--- config.mk ---
export PLATFORM = sky130hd
export DESIGN_NAME = i2c_regseq
export DESIGN_NICKNAME = d
export VERILOG_FILES = /design/src/rtl/i2c_regseq_pkg.sv /design/src/rtl/i2c_regseq_wait.sv /design/src/rtl/i2c_regseq_bytesel.sv /design/src/rtl/i2c_regseq.sv
export SDC_FILE = /design/constraint.sdc
export NUM_CORES = 1
export LEC_CHECK = 0
export BUFFER_PORTS_ARGS = -buffer_cell sky130_fd_sc_hd__buf_2
export CORE_UTILIZATION = 55
export CTS_BUF_LIST = sky130_fd_sc_hd__clkbuf_8 sky130_fd_sc_hd__clkbuf_16
export DETAILED_ROUTE_END_ITERATION = 12
export MAX_ROUTING_LAYER = met4
export PLACE_DENSITY = 0.8
export SLEW_MARGIN = 30
export SYNTH_ARGS = -nofsm -noshare
export SYNTH_HDL_FRONTEND = slang
export SYNTH_SLANG_ARGS = --single-unit
--- constraint.sdc ---
create_clock -name clk -period 2.8 [get_ports clk]
set_input_delay 0.28 -clock clk [delete_from_list [all_inputs] [get_ports clk]]
set_output_delay 0.28 -clock clk [all_outputs]
set_load 0.01 [all_outputs]
--- src/rtl/i2c_regseq_pkg.sv ---
package i2c_regseq_pkg;

    typedef enum logic [2:0] {
        OP_IDLE   = 3'd0,
        OP_START  = 3'd1,
        OP_RSTART = 3'd2,
        OP_STOP   = 3'd3,
        OP_TX     = 3'd4,
        OP_RX     = 3'd5
    } eng_op_e;

    localparam logic [2:0] ERR_OK    = 3'd0;
    localparam logic [2:0] ERR_PARAM = 3'd1;
    localparam logic [2:0] ERR_BUSY  = 3'd2;
    localparam logic [2:0] ERR_ARB   = 3'd3;
    localparam logic [2:0] ERR_NOACK = 3'd4;
    localparam logic [2:0] ERR_TMO   = 3'd5;

    typedef enum logic [3:0] {
        S_IDLE, S_BUSYW, S_TXI, S_TXW, S_GETW, S_RSI,
        S_RXI, S_RXW, S_STOPR, S_RDOUT, S_STOPW, S_FIN
    } seq_state_e;

    // What the byte in flight on the transmit path is
    typedef enum logic [1:0] {
        K_DEVW, K_REG, K_DATA, K_DEVR
    } tx_kind_e;

    function automatic logic [7:0] addr_byte(input logic [6:0] dev, input logic rd);
        return {dev, rd};
    endfunction

endpackage

--- src/rtl/i2c_regseq_wait.sv ---
// Bounded wait counter: expires on the TMO_CYC-th consecutive cycle of run.
module i2c_regseq_wait #(
    parameter int TMO_CYC = 64
) (
    input  logic clk,
    input  logic rst,
    input  logic run,
    output logic expired
);
    localparam int CNT_W = $clog2(TMO_CYC + 1);

    logic [CNT_W-1:0] cnt_q;

    assign expired = run && (cnt_q == CNT_W'(TMO_CYC - 1));

    always_ff @(posedge clk) begin
        if (rst || !run) begin
            cnt_q <= '0;
        end else if (!expired) begin
            cnt_q <= cnt_q + CNT_W'(1);
        end
    end
endmodule

--- src/rtl/i2c_regseq_bytesel.sv ---
// Picks one byte lane out of the register-address word.
module i2c_regseq_bytesel #(
    parameter int NB    = 4,
    parameter int IDX_W = 2
) (
    input  logic [8*NB-1:0]  word,
    input  logic [IDX_W-1:0] idx,
    output logic [7:0]       byte_o
);
    localparam int LANES = 1 << IDX_W;

    logic [7:0] lanes [LANES];

    for (genvar g = 0; g < LANES; g++) begin : g_lane
        if (g < NB) begin : g_used
            assign lanes[g] = word[8*g +: 8];
        end else begin : g_pad
            assign lanes[g] = 8'h00;
        end
    end

    assign byte_o = lanes[idx];
endmodule

--- src/rtl/i2c_regseq.sv ---
module i2c_regseq
    import i2c_regseq_pkg::*;
#(
    parameter int REG_BYTES_MAX = 4,
    parameter int LEN_W         = 8,
    parameter int TMO_CYC       = 64,
    localparam int NREG_W       = $clog2(REG_BYTES_MAX + 1)
) (
    input  logic                       clk,
    input  logic                       rst,
    input  logic                       cmd_start,
    input  logic                       cmd_read,
    input  logic [6:0]                 cmd_dev,
    input  logic [8*REG_BYTES_MAX-1:0] cmd_reg,
    input  logic [NREG_W-1:0]          cmd_reg_bytes,
    input  logic [LEN_W-1:0]           cmd_len,
    input  logic                       wr_valid,
    input  logic [7:0]                 wr_data,
    output logic                       wr_ready,
    output logic                       rd_valid,
    output logic [7:0]                 rd_data,
    output logic                       busy,
    output logic                       done,
    output logic [2:0]                 err,
    output logic                       eng_req,
    output logic [2:0]                 eng_op,
    output logic [7:0]                 eng_wdata,
    output logic                       eng_nack,
    input  logic                       eng_done,
    input  logic                       eng_noack,
    input  logic                       eng_arb,
    input  logic [7:0]                 eng_rdata,
    input  logic                       bus_busy
);
    localparam int IDX_W = (REG_BYTES_MAX > 2) ? $clog2(REG_BYTES_MAX) : 1;

    seq_state_e                 state_q;
    tx_kind_e                   kind_q;
    logic [6:0]                 dev_q;
    logic [8*REG_BYTES_MAX-1:0] reg_q;
    logic [NREG_W-1:0]          nreg_q;
    logic [LEN_W-1:0]           len_q;
    logic [LEN_W-1:0]           cnt_q;
    logic [IDX_W-1:0]           idx_q;
    logic                       rd_q;
    logic                       rs_q;
    logic                       nack_q;
    logic [7:0]                 txb_q;
    logic [7:0]                 rdb_q;
    logic [2:0]                 err_q;

    logic                       bad_cmd;
    logic                       tmo;
    logic                       last_byte;
    logic [IDX_W-1:0]           idx_nxt;
    logic [7:0]                 reg_byte;
    logic                       in_txw;
    eng_op_e                    op_c;

    assign bad_cmd   = (cmd_reg_bytes == '0) ||
                       (cmd_reg_bytes > NREG_W'(REG_BYTES_MAX)) ||
                       (cmd_len == '0);
    assign last_byte = (cnt_q == len_q - LEN_W'(1));
    assign idx_nxt   = (kind_q == K_DEVW) ? '0 : idx_q + IDX_W'(1);
    assign in_txw    = (state_q == S_TXW);

    i2c_regseq_wait #(.TMO_CYC(TMO_CYC)) u_wait (
        .clk     (clk),
        .rst     (rst),
        .run     ((state_q == S_BUSYW) || (state_q == S_TXW) || (state_q == S_RXW)),
        .expired (tmo)
    );

    i2c_regseq_bytesel #(.NB(REG_BYTES_MAX), .IDX_W(IDX_W)) u_bytesel (
        .word   (reg_q),
        .idx    (idx_nxt),
        .byte_o (reg_byte)
    );

    // Engine requests are decoded from the state so START can go out in the
    // same cycle that the bus-free check is made.
    always_comb begin
        op_c = OP_IDLE;
        unique case (state_q)
            S_IDLE:          if (cmd_start && !bad_cmd && !bus_busy) op_c = OP_START;
            S_RSI:           op_c = OP_RSTART;
            S_TXI:           op_c = OP_TX;
            S_RXI:           op_c = OP_RX;
            S_STOPR, S_STOPW: op_c = OP_STOP;
            default:         op_c = OP_IDLE;
        endcase
    end

    assign eng_req   = (op_c != OP_IDLE);
    assign eng_op    = op_c;
    assign eng_wdata = txb_q;
    assign eng_nack  = nack_q;
    assign wr_ready  = (state_q == S_GETW);
    assign rd_valid  = (state_q == S_RDOUT);
    assign rd_data   = rdb_q;
    assign busy      = (state_q != S_IDLE);
    assign done      = (state_q == S_FIN);
    assign err       = err_q;

    always_ff @(posedge clk) begin
        if (rst) begin
            state_q <= S_IDLE;
            kind_q  <= K_DEVW;
            dev_q   <= '0;
            reg_q   <= '0;
            nreg_q  <= '0;
            len_q   <= '0;
            cnt_q   <= '0;
            idx_q   <= '0;
            rd_q    <= 1'b0;
            rs_q    <= 1'b0;
            nack_q  <= 1'b0;
            txb_q   <= '0;
            rdb_q   <= '0;
            err_q   <= ERR_OK;
        end else begin
            unique case (state_q)
                S_IDLE: if (cmd_start) begin
                    dev_q  <= cmd_dev;
                    reg_q  <= cmd_reg;
                    nreg_q <= cmd_reg_bytes;
                    len_q  <= cmd_len;
                    rd_q   <= cmd_read;
                    rs_q   <= 1'b0;
                    nack_q <= 1'b0;
                    cnt_q  <= '0;
                    err_q  <= ERR_OK;
                    if (bad_cmd) begin
                        err_q   <= ERR_PARAM;
                        state_q <= S_FIN;
                    end else if (bus_busy) begin
                        err_q   <= ERR_BUSY;
                        state_q <= S_FIN;
                    end else begin
                        state_q <= S_BUSYW;
                    end
                end
                S_BUSYW: begin
                    if (eng_arb) begin
                        err_q   <= ERR_ARB;
                        state_q <= S_FIN;
                    end else if (bus_busy) begin
                        txb_q   <= addr_byte(dev_q, rs_q);
                        kind_q  <= rs_q ? K_DEVR : K_DEVW;
                        state_q <= S_TXI;
                    end else if (tmo) begin
                        err_q   <= ERR_TMO;
                        state_q <= S_FIN;
                    end
                end
                S_TXI: state_q <= S_TXW;
                S_TXW: begin
                    if (eng_done) begin
                        if (eng_arb) begin
                            err_q   <= ERR_ARB;
                            state_q <= S_FIN;
                        end else if (eng_noack) begin
                            err_q   <= ERR_NOACK;
                            state_q <= S_FIN;
                        end else begin
                            unique case (kind_q)
                                K_DEVW, K_REG: begin
                                    if (kind_q == K_REG &&
                                        NREG_W'(idx_q) == nreg_q - NREG_W'(1)) begin
                                        if (rd_q) begin
                                            rs_q    <= 1'b1;
                                            state_q <= S_RSI;
                                        end else begin
                                            state_q <= S_GETW;
                                        end
                                    end else begin
                                        idx_q   <= idx_nxt;
                                        txb_q   <= reg_byte;
                                        kind_q  <= K_REG;
                                        state_q <= S_TXI;
                                    end
                                end
                                K_DATA: begin
                                    cnt_q   <= cnt_q + LEN_W'(1);
                                    state_q <= last_byte ? S_STOPW : S_GETW;
                                end
                                K_DEVR: begin
                                    cnt_q   <= '0;
                                    nack_q  <= (len_q == LEN_W'(1));
                                    state_q <= S_RXI;
                                end
                                default: state_q <= S_FIN;
                            endcase
                        end
                    end else if (tmo) begin
                        err_q   <= ERR_TMO;
                        state_q <= S_FIN;
                    end
                end
                S_GETW: if (wr_valid) begin
                    txb_q   <= wr_data;
                    kind_q  <= K_DATA;
                    state_q <= S_TXI;
                end
                S_RSI: state_q <= S_BUSYW;
                S_RXI: state_q <= S_RXW;
                S_RXW: begin
                    if (eng_done) begin
                        if (eng_arb) begin
                            err_q   <= ERR_ARB;
                            state_q <= S_FIN;
                        end else begin
                            rdb_q   <= eng_rdata;
                            state_q <= last_byte ? S_STOPR : S_RDOUT;
                        end
                    end else if (tmo) begin
                        err_q   <= ERR_TMO;
                        state_q <= S_FIN;
                    end
                end
                S_STOPR: state_q <= S_RDOUT;
                S_RDOUT: begin
                    if (last_byte) begin
                        state_q <= S_FIN;
                    end else begin
                        nack_q  <= (cnt_q == len_q - LEN_W'(2));
                        cnt_q   <= cnt_q + LEN_W'(1);
                        state_q <= S_RXI;
                    end
                end
                S_STOPW: state_q <= S_FIN;
                S_FIN:   state_q <= S_IDLE;
                default: state_q <= S_IDLE;
            endcase
        end
    end
endmodule

# Yosys cells after proc, flatten, opt, wreduce, memory -nomap -nowiden
# Index checks and enable logic that the tools add are counted.
[op_classes]
add_sub_neg = 6
magnitude_cmp = 2
eq_ne = 36
n_mux = 77
n_bitwise = 4
n_reduce_logical = 33
[ops]
columns = ["op", "n"]
rows = [
  ["8-bit 2-to-1 mux", 15],
  ["4-bit 2-to-1 mux", 14],
  ["8-bit case mux with 3 select lines", 2],
  ["4-bit case mux with 11 select lines", 1],
  ["3-bit 2-to-1 mux", 9],
  ["2-bit 2-to-1 mux", 13],
  ["2-bit inequality test, second input constant", 10],
  ["8-bit binary-select mux with 2-bit select", 1],
  ["4-bit by 3-bit equality test with 1-bit output, second input constant", 4],
  ["4-bit equality test, second input constant", 4],
  ["8-bit equality test", 2],
  ["8-bit case mux with 2 select lines", 1],
  ["1-bit 2-to-1 mux", 15],
  ["3-bit case mux with 5 select lines", 1],
  ["7-bit AND reduction", 2],
  ["3-bit case mux with 4 select lines", 1],
  ["4-bit case mux with 3 select lines", 1],
  ["9-bit AND reduction", 1],
  ["3-bit nonzero test", 3],
  ["8-bit by 1-bit adder with 8-bit output, second input constant", 1],
  ["4-bit by 2-bit equality test with 1-bit output, second input constant", 2],
  ["8-bit by 1-bit equality test with 1-bit output, second input constant", 1],
  ["8-bit logical NOT", 1],
  ["8-bit AND reduction", 1],
  ["other kinds (34)", 52],
]
[word_totals]
reg_bits = 95
in_bits = 75
output_inout_bits = 28
elab_cells = 173

# Depth between registers and ports, before layout
[depth]
ltp_word = 12
ltp_mapped = 10

# By module
# From an unflattened synthesis, not the netlist that was laid out.
[unflattened]
hier_cells = 616
hier_area_um2 = 5046.1
[by_module_without_submodules]
columns = ["mod", "n_inst", "cells_each", "area_each_um2"]
rows = [
  ["i2c_regseq", 1, 567, 4506.8],
  ["i2c_regseq_wait", 1, 39, 342.8],
  ["i2c_regseq_bytesel", 1, 10, 196.4],
]

# Worst setup path before layout
# OpenSTA, ideal clock, no wires.
[synth_timing]
path_type = "flip-flop to flip-flop"
start = "register len_q[2]"
end = "register cnt_q[7]"
setup_time_ns = 0.070
t_arrival_ns = 2.299
setup_slack_ns = 0.431
stages_incl_launch_ff = 11
path_buffers = 1
period_less_slack_ns = 2.369
cell_sequence = "dfxtp_1 > inv_1 > ha_1 > nor2b_4 > mux2_4 > a2111oi_4 > a211o_2 > o31ai_2 > buf_6 > or3_1 > a21oi_1"
[synth_via]
elab_chain_cells = 4
[synth_lines]
columns = ["item", "line_no", "rtl"]
rows = [
  ["start, declared", "i2c_regseq.sv:42", "logic [LEN_W-1:0] len_q;"],
  ["start signal, assigned", "i2c_regseq.sv:127", "len_q <= cmd_len;"],
  ["8-bit by 1-bit subtractor with 8-bit output", "i2c_regseq.sv:63", "assign last_byte = (cnt_q == len_q - LEN_W'(1));"],
  ["8-bit equality test", "i2c_regseq.sv:63", ""],
  ["2-bit inequality test (no source line)", "n/a", ""],
  ["7-bit AND reduction (no source line)", "n/a", ""],
  ["end signal, assigned", "i2c_regseq.sv:184", "cnt_q <= cnt_q + LEN_W'(1);"],
  ["end signal, assigned", "i2c_regseq.sv:227", "cnt_q <= cnt_q + LEN_W'(1);"],
  ["end, declared", "i2c_regseq.sv:43", "logic [LEN_W-1:0] cnt_q;"],
]
# No other way between the ends.
# A chain may end at the register's enable or synchronous reset.

# Worst setup path after layout
[layout_timing]
start = "register len_q[1]"
end = "register cnt_q[5]"
# Same word-level chain as after synthesis.

==> load_flow_metrics.sql <==
INSERT INTO impl_metrics (metric_group, metric, value, unit) VALUES
('layout', 'layout.nets', '794', ''),
('synth', 'main_synth_ff_type', 'sky130_fd_sc_hd__dfxtp_1', ''),
('drt', 'first_iter_violations', '186', ''),
('power', 'comb_power_share', '0.439', ''),
('job', 'number_of_maximum_capacitance_constraint_violations', '0', ''),
('critical_path', 'worstReg2RegStart', 'len_q[1]', ''),
('power', 'total_leakage_power', '2.24', 'nW'),
('global_route', 'grt_usage', '0.287', ''),
('min_path', 'min_delay_path_depth', '3', ''),
('synth', 'synth-seq-cells', '95', ''),
('synth', 'synth_xor_area_frac', '0.0337', ''),
('timing', 'grt_setup_unrepaired', 'no', ''),
('placed_design', 'port_buffers', '102', ''),
('clock_tree', 'clock_insertion_delay_worst_skew', '0.35', 'ns'),
('synth', 'post-synth-top-count-cell', 'sky130_fd_sc_hd__nand2_1', ''),
('global_route', 'global_route_wire_length_before_repair', '21.7', 'mm'),
('critical_path', 'r2r-end', 'cnt_q[5]', ''),
('synth', 'synth.mux.area_fraction', '0.0598', ''),
('critical_path', 'rr_worst_depth', '10', ''),
('placed_design', 'dp_hpwl', '9.50', 'mm'),
('clock_tree', 'ctsHoldBuffers', '0', ''),
('synth', 'synth_compound_area_frac', '0.208', ''),
('global_route', 'grt_antenna_before_repair', '0', ''),
('critical_path', 'r2r_setup_slack', '0.20', 'ns'),
('synth', 'yosysTopAreaCellShare', '0.385', ''),
('drt', 'wirelength', '12.9', 'mm'),
('drt', 'antenna_violating_nets_post_route', '0', ''),
('layout', 'final_cell_area', '0.00577', 'mm²'),
('drt', 'post_drt_via_cell_ratio', '5.87', ''),
('clock_tree', 'cts_htree_levels', '3', ''),
('drt', 'drcViolationCount', '0', ''),
('power', 'clock_power_share', '0.191', ''),
('synth', 'seq_area_frac_synth', '0.385', ''),
('synth', 'netlist_top_cells_area', 'sky130_fd_sc_hd__dfxtp_1, sky130_fd_sc_hd__nand2_1, sky130_fd_sc_hd__a21oi_1, sky130_fd_sc_hd__nor2_1, sky130_fd_sc_hd__mux4_2', ''),
('timing', 'final.period_utilization', '0.928', ''),
('layout', 'area_delta_synth_final', '16.9', '%'),
('synth', 'synthCells', '620', ''),
('die', 'ioPinCount', '103', ''),
('clock_tree', 'worst_setup_hold_path_clk_slew', '0.10', 'ns'),
('clock_tree', 'cts_inserted_buffers', '9', ''),
('synth', 'asyncSetResetFlopFracSynth', '0', ''),
('clock_tree', 'tritoncts_clock_tree', 'built', ''),
('critical_path', 'largest_stage_delay_on_the_critical_path', '0.34', 'ns'),
('timing', 'final.min_clock_period', '2.60', 'ns'),
('power', 'sequential_cell_fraction_of_total_power', '0.370', ''),
('critical_path', 'critical_path_class', 'flop to flop', ''),
('outcome', 'outcome', 'finished clean', ''),
('placed_design', 'globalplace.congestion', '0.986', ''),
('die', 'die_w', '96.7', 'µm'),
('timing', 'slew_viol_final', '0', ''),
('timing', 'totalNegativeSetupSlack', '0', 'ns'),
('drt', 'dr_total_vias', '4845', ''),
('synth', 'synth_top_family_by_area', 'simple AND/OR/NAND/NOR gates', ''),
('global_route', 'largest_net_degree_at_the_start_of_global_routing', '77', ''),
('timing', 'report.final.setup_viol', '0', ''),
('clock_tree', 'post_cts_repair_setup_buffers', '0', ''),
('die', 'design.die.area', '0.00936', 'mm²'),
('synth', 'synth-simple-area-share', '0.251', ''),
('power', 'netSwitchingFraction', '0.411', ''),
('die', 'placeableCoreArea', '0.00872', 'mm²'),
('clock_tree', 'clk_root_buffer_cell', 'sky130_fd_sc_hd__clkbuf_8', ''),
('synth', 'synth_top_cells_by_count', 'sky130_fd_sc_hd__nand2_1, sky130_fd_sc_hd__dfxtp_1, sky130_fd_sc_hd__a21oi_1', ''),
('timing', 'slew_headroom', '0.476', ''),
('synth', 'post_synth_fa_ha_maj_area_fraction', '0.0152', ''),
('timing', 'fmax', '385', 'MHz'),
('die', 'floorplan.initialDensity', '0.566', ''),
('critical_path', 'critPathLaunchType', 'flop', ''),
('timing', 'finalClockSkew', '0.0145', 'ns'),
('power', 'irDropWorstVdd', '464', 'µV'),
('min_path', 'worst_hold_startpoint', 'cmd_reg[28]', ''),
('synth', 'synthesis.yosys.warnings', '0', '');
-- stage by stage --
step | cells | hold WS [ns] | total power [W] | utilization | setup slack [ns]
after floorplan | 620 | 0.416 | 0.00337 | - | 0.431
after global placement | 810 | 0.441 | 0.00389 | 0.638 | 0.294
after detailed placement | 810 | 0.447 | 0.00395 | 0.638 | 0.240
after CTS | 825 | 0.142 | 0.00488 | 0.662 | 0.211
after global routing | 825 | 0.151 | 0.00519 | 0.662 | 0.0208
final | 825 | 0.155 | 0.00488 | 0.662 | 0.203
-- kinds of logic after synthesis --
logic type                 count (synthesis)
and+or+nand+nor                          269
AOI/OAI and AO/OA                        157
DFF                                       95
buffers and inverters                     55
xor gates and xnor gates                  19
muxes                                     19
adders and majority gates                  6
-- cell usage in the layout, fill, tap and decap left out, drive strengths merged, types with 11 or more instances in the layout --
cell type,count
inv,18
dfxtp,95
buf,121
a311oi,11
nor2,55
nand3,18
nand2b,11
nor3,17
o21ai,18
xor2,11
nand2,134
a21oi,80
-- layout make-up --
class,instances,area (µm²)
Clock buffer,10,138
Clock inverter,5,65.1
Timing Repair Buffer,121,653
Fill cell,755,2950
Multi-Input combinational cell,470,2820
Sequential cell,95,1900
Tap cell,108,135
Inverter,16,60.1
-- power by group through the flow --
stage	sequential, W	clock [W]	combinational (W)
4_1_cts	0.00180	0.000950	0.00213
5_1_grt	0.00183	0.000998	0.00236
6_report	0.00180	0.000933	0.00214
3_3_place_gp	0.00182	0	0.00207
2_1_floorplan	0.00174	0	0.00162
3_5_place_dp	0.00183	0	0.00212
-- sequential cells by signal, indices dropped and copies added (netlist names) --
name          count
cnt_q             8
dev_q             7
eng_nack          1
eng_wdata         8
err               3
idx_q             2
kind_q            2
len_q             8
nreg_q            3
rd_data           8
rd_q              1
reg_q            32
rs_q              1
state_q           4
u_wait.cnt_q      7
-- critical path, delay by kind of cell (launching register included) --
family,cells,cell delay [ns]
adders and majority gates,1,0.28
and+or+nand+nor,2,0.57
DFF,1,0.32
muxes,1,0.32
buffers and inverters,2,0.32
AOI/OAI and AO/OA,4,0.71
-- metal layers --
| metal | GRT usage | up-vias | wire length (µm) |
|---|---|---|---|
| met1 | 0.364 | 2324 | 5730 |
| met2 | 0.476 | 132 | 6400 |
| li1 | - | 2371 | - |
| met5 | - | - | 0 |
| met4 | 0.0976 | 0 | 255 |
| met3 | 0.0325 | 18 | 531 |
-- worst max path at each step --
stage	slack (ns)	startpoint	cells past startpoint	end
after detailed placement	0.24	len_q[1]	10	cnt_q[4]
final	0.20	len_q[1]	10	cnt_q[5]
after CTS	0.21	len_q[1]	10	cnt_q[4]
after global routing	0.02	len_q[1]	10	cnt_q[4]
after global placement	0.29	len_q[1]	10	cnt_q[5]
after floorplan	0.43	len_q[2]	10	cnt_q[7]
(Power assumes the default switching activity.)
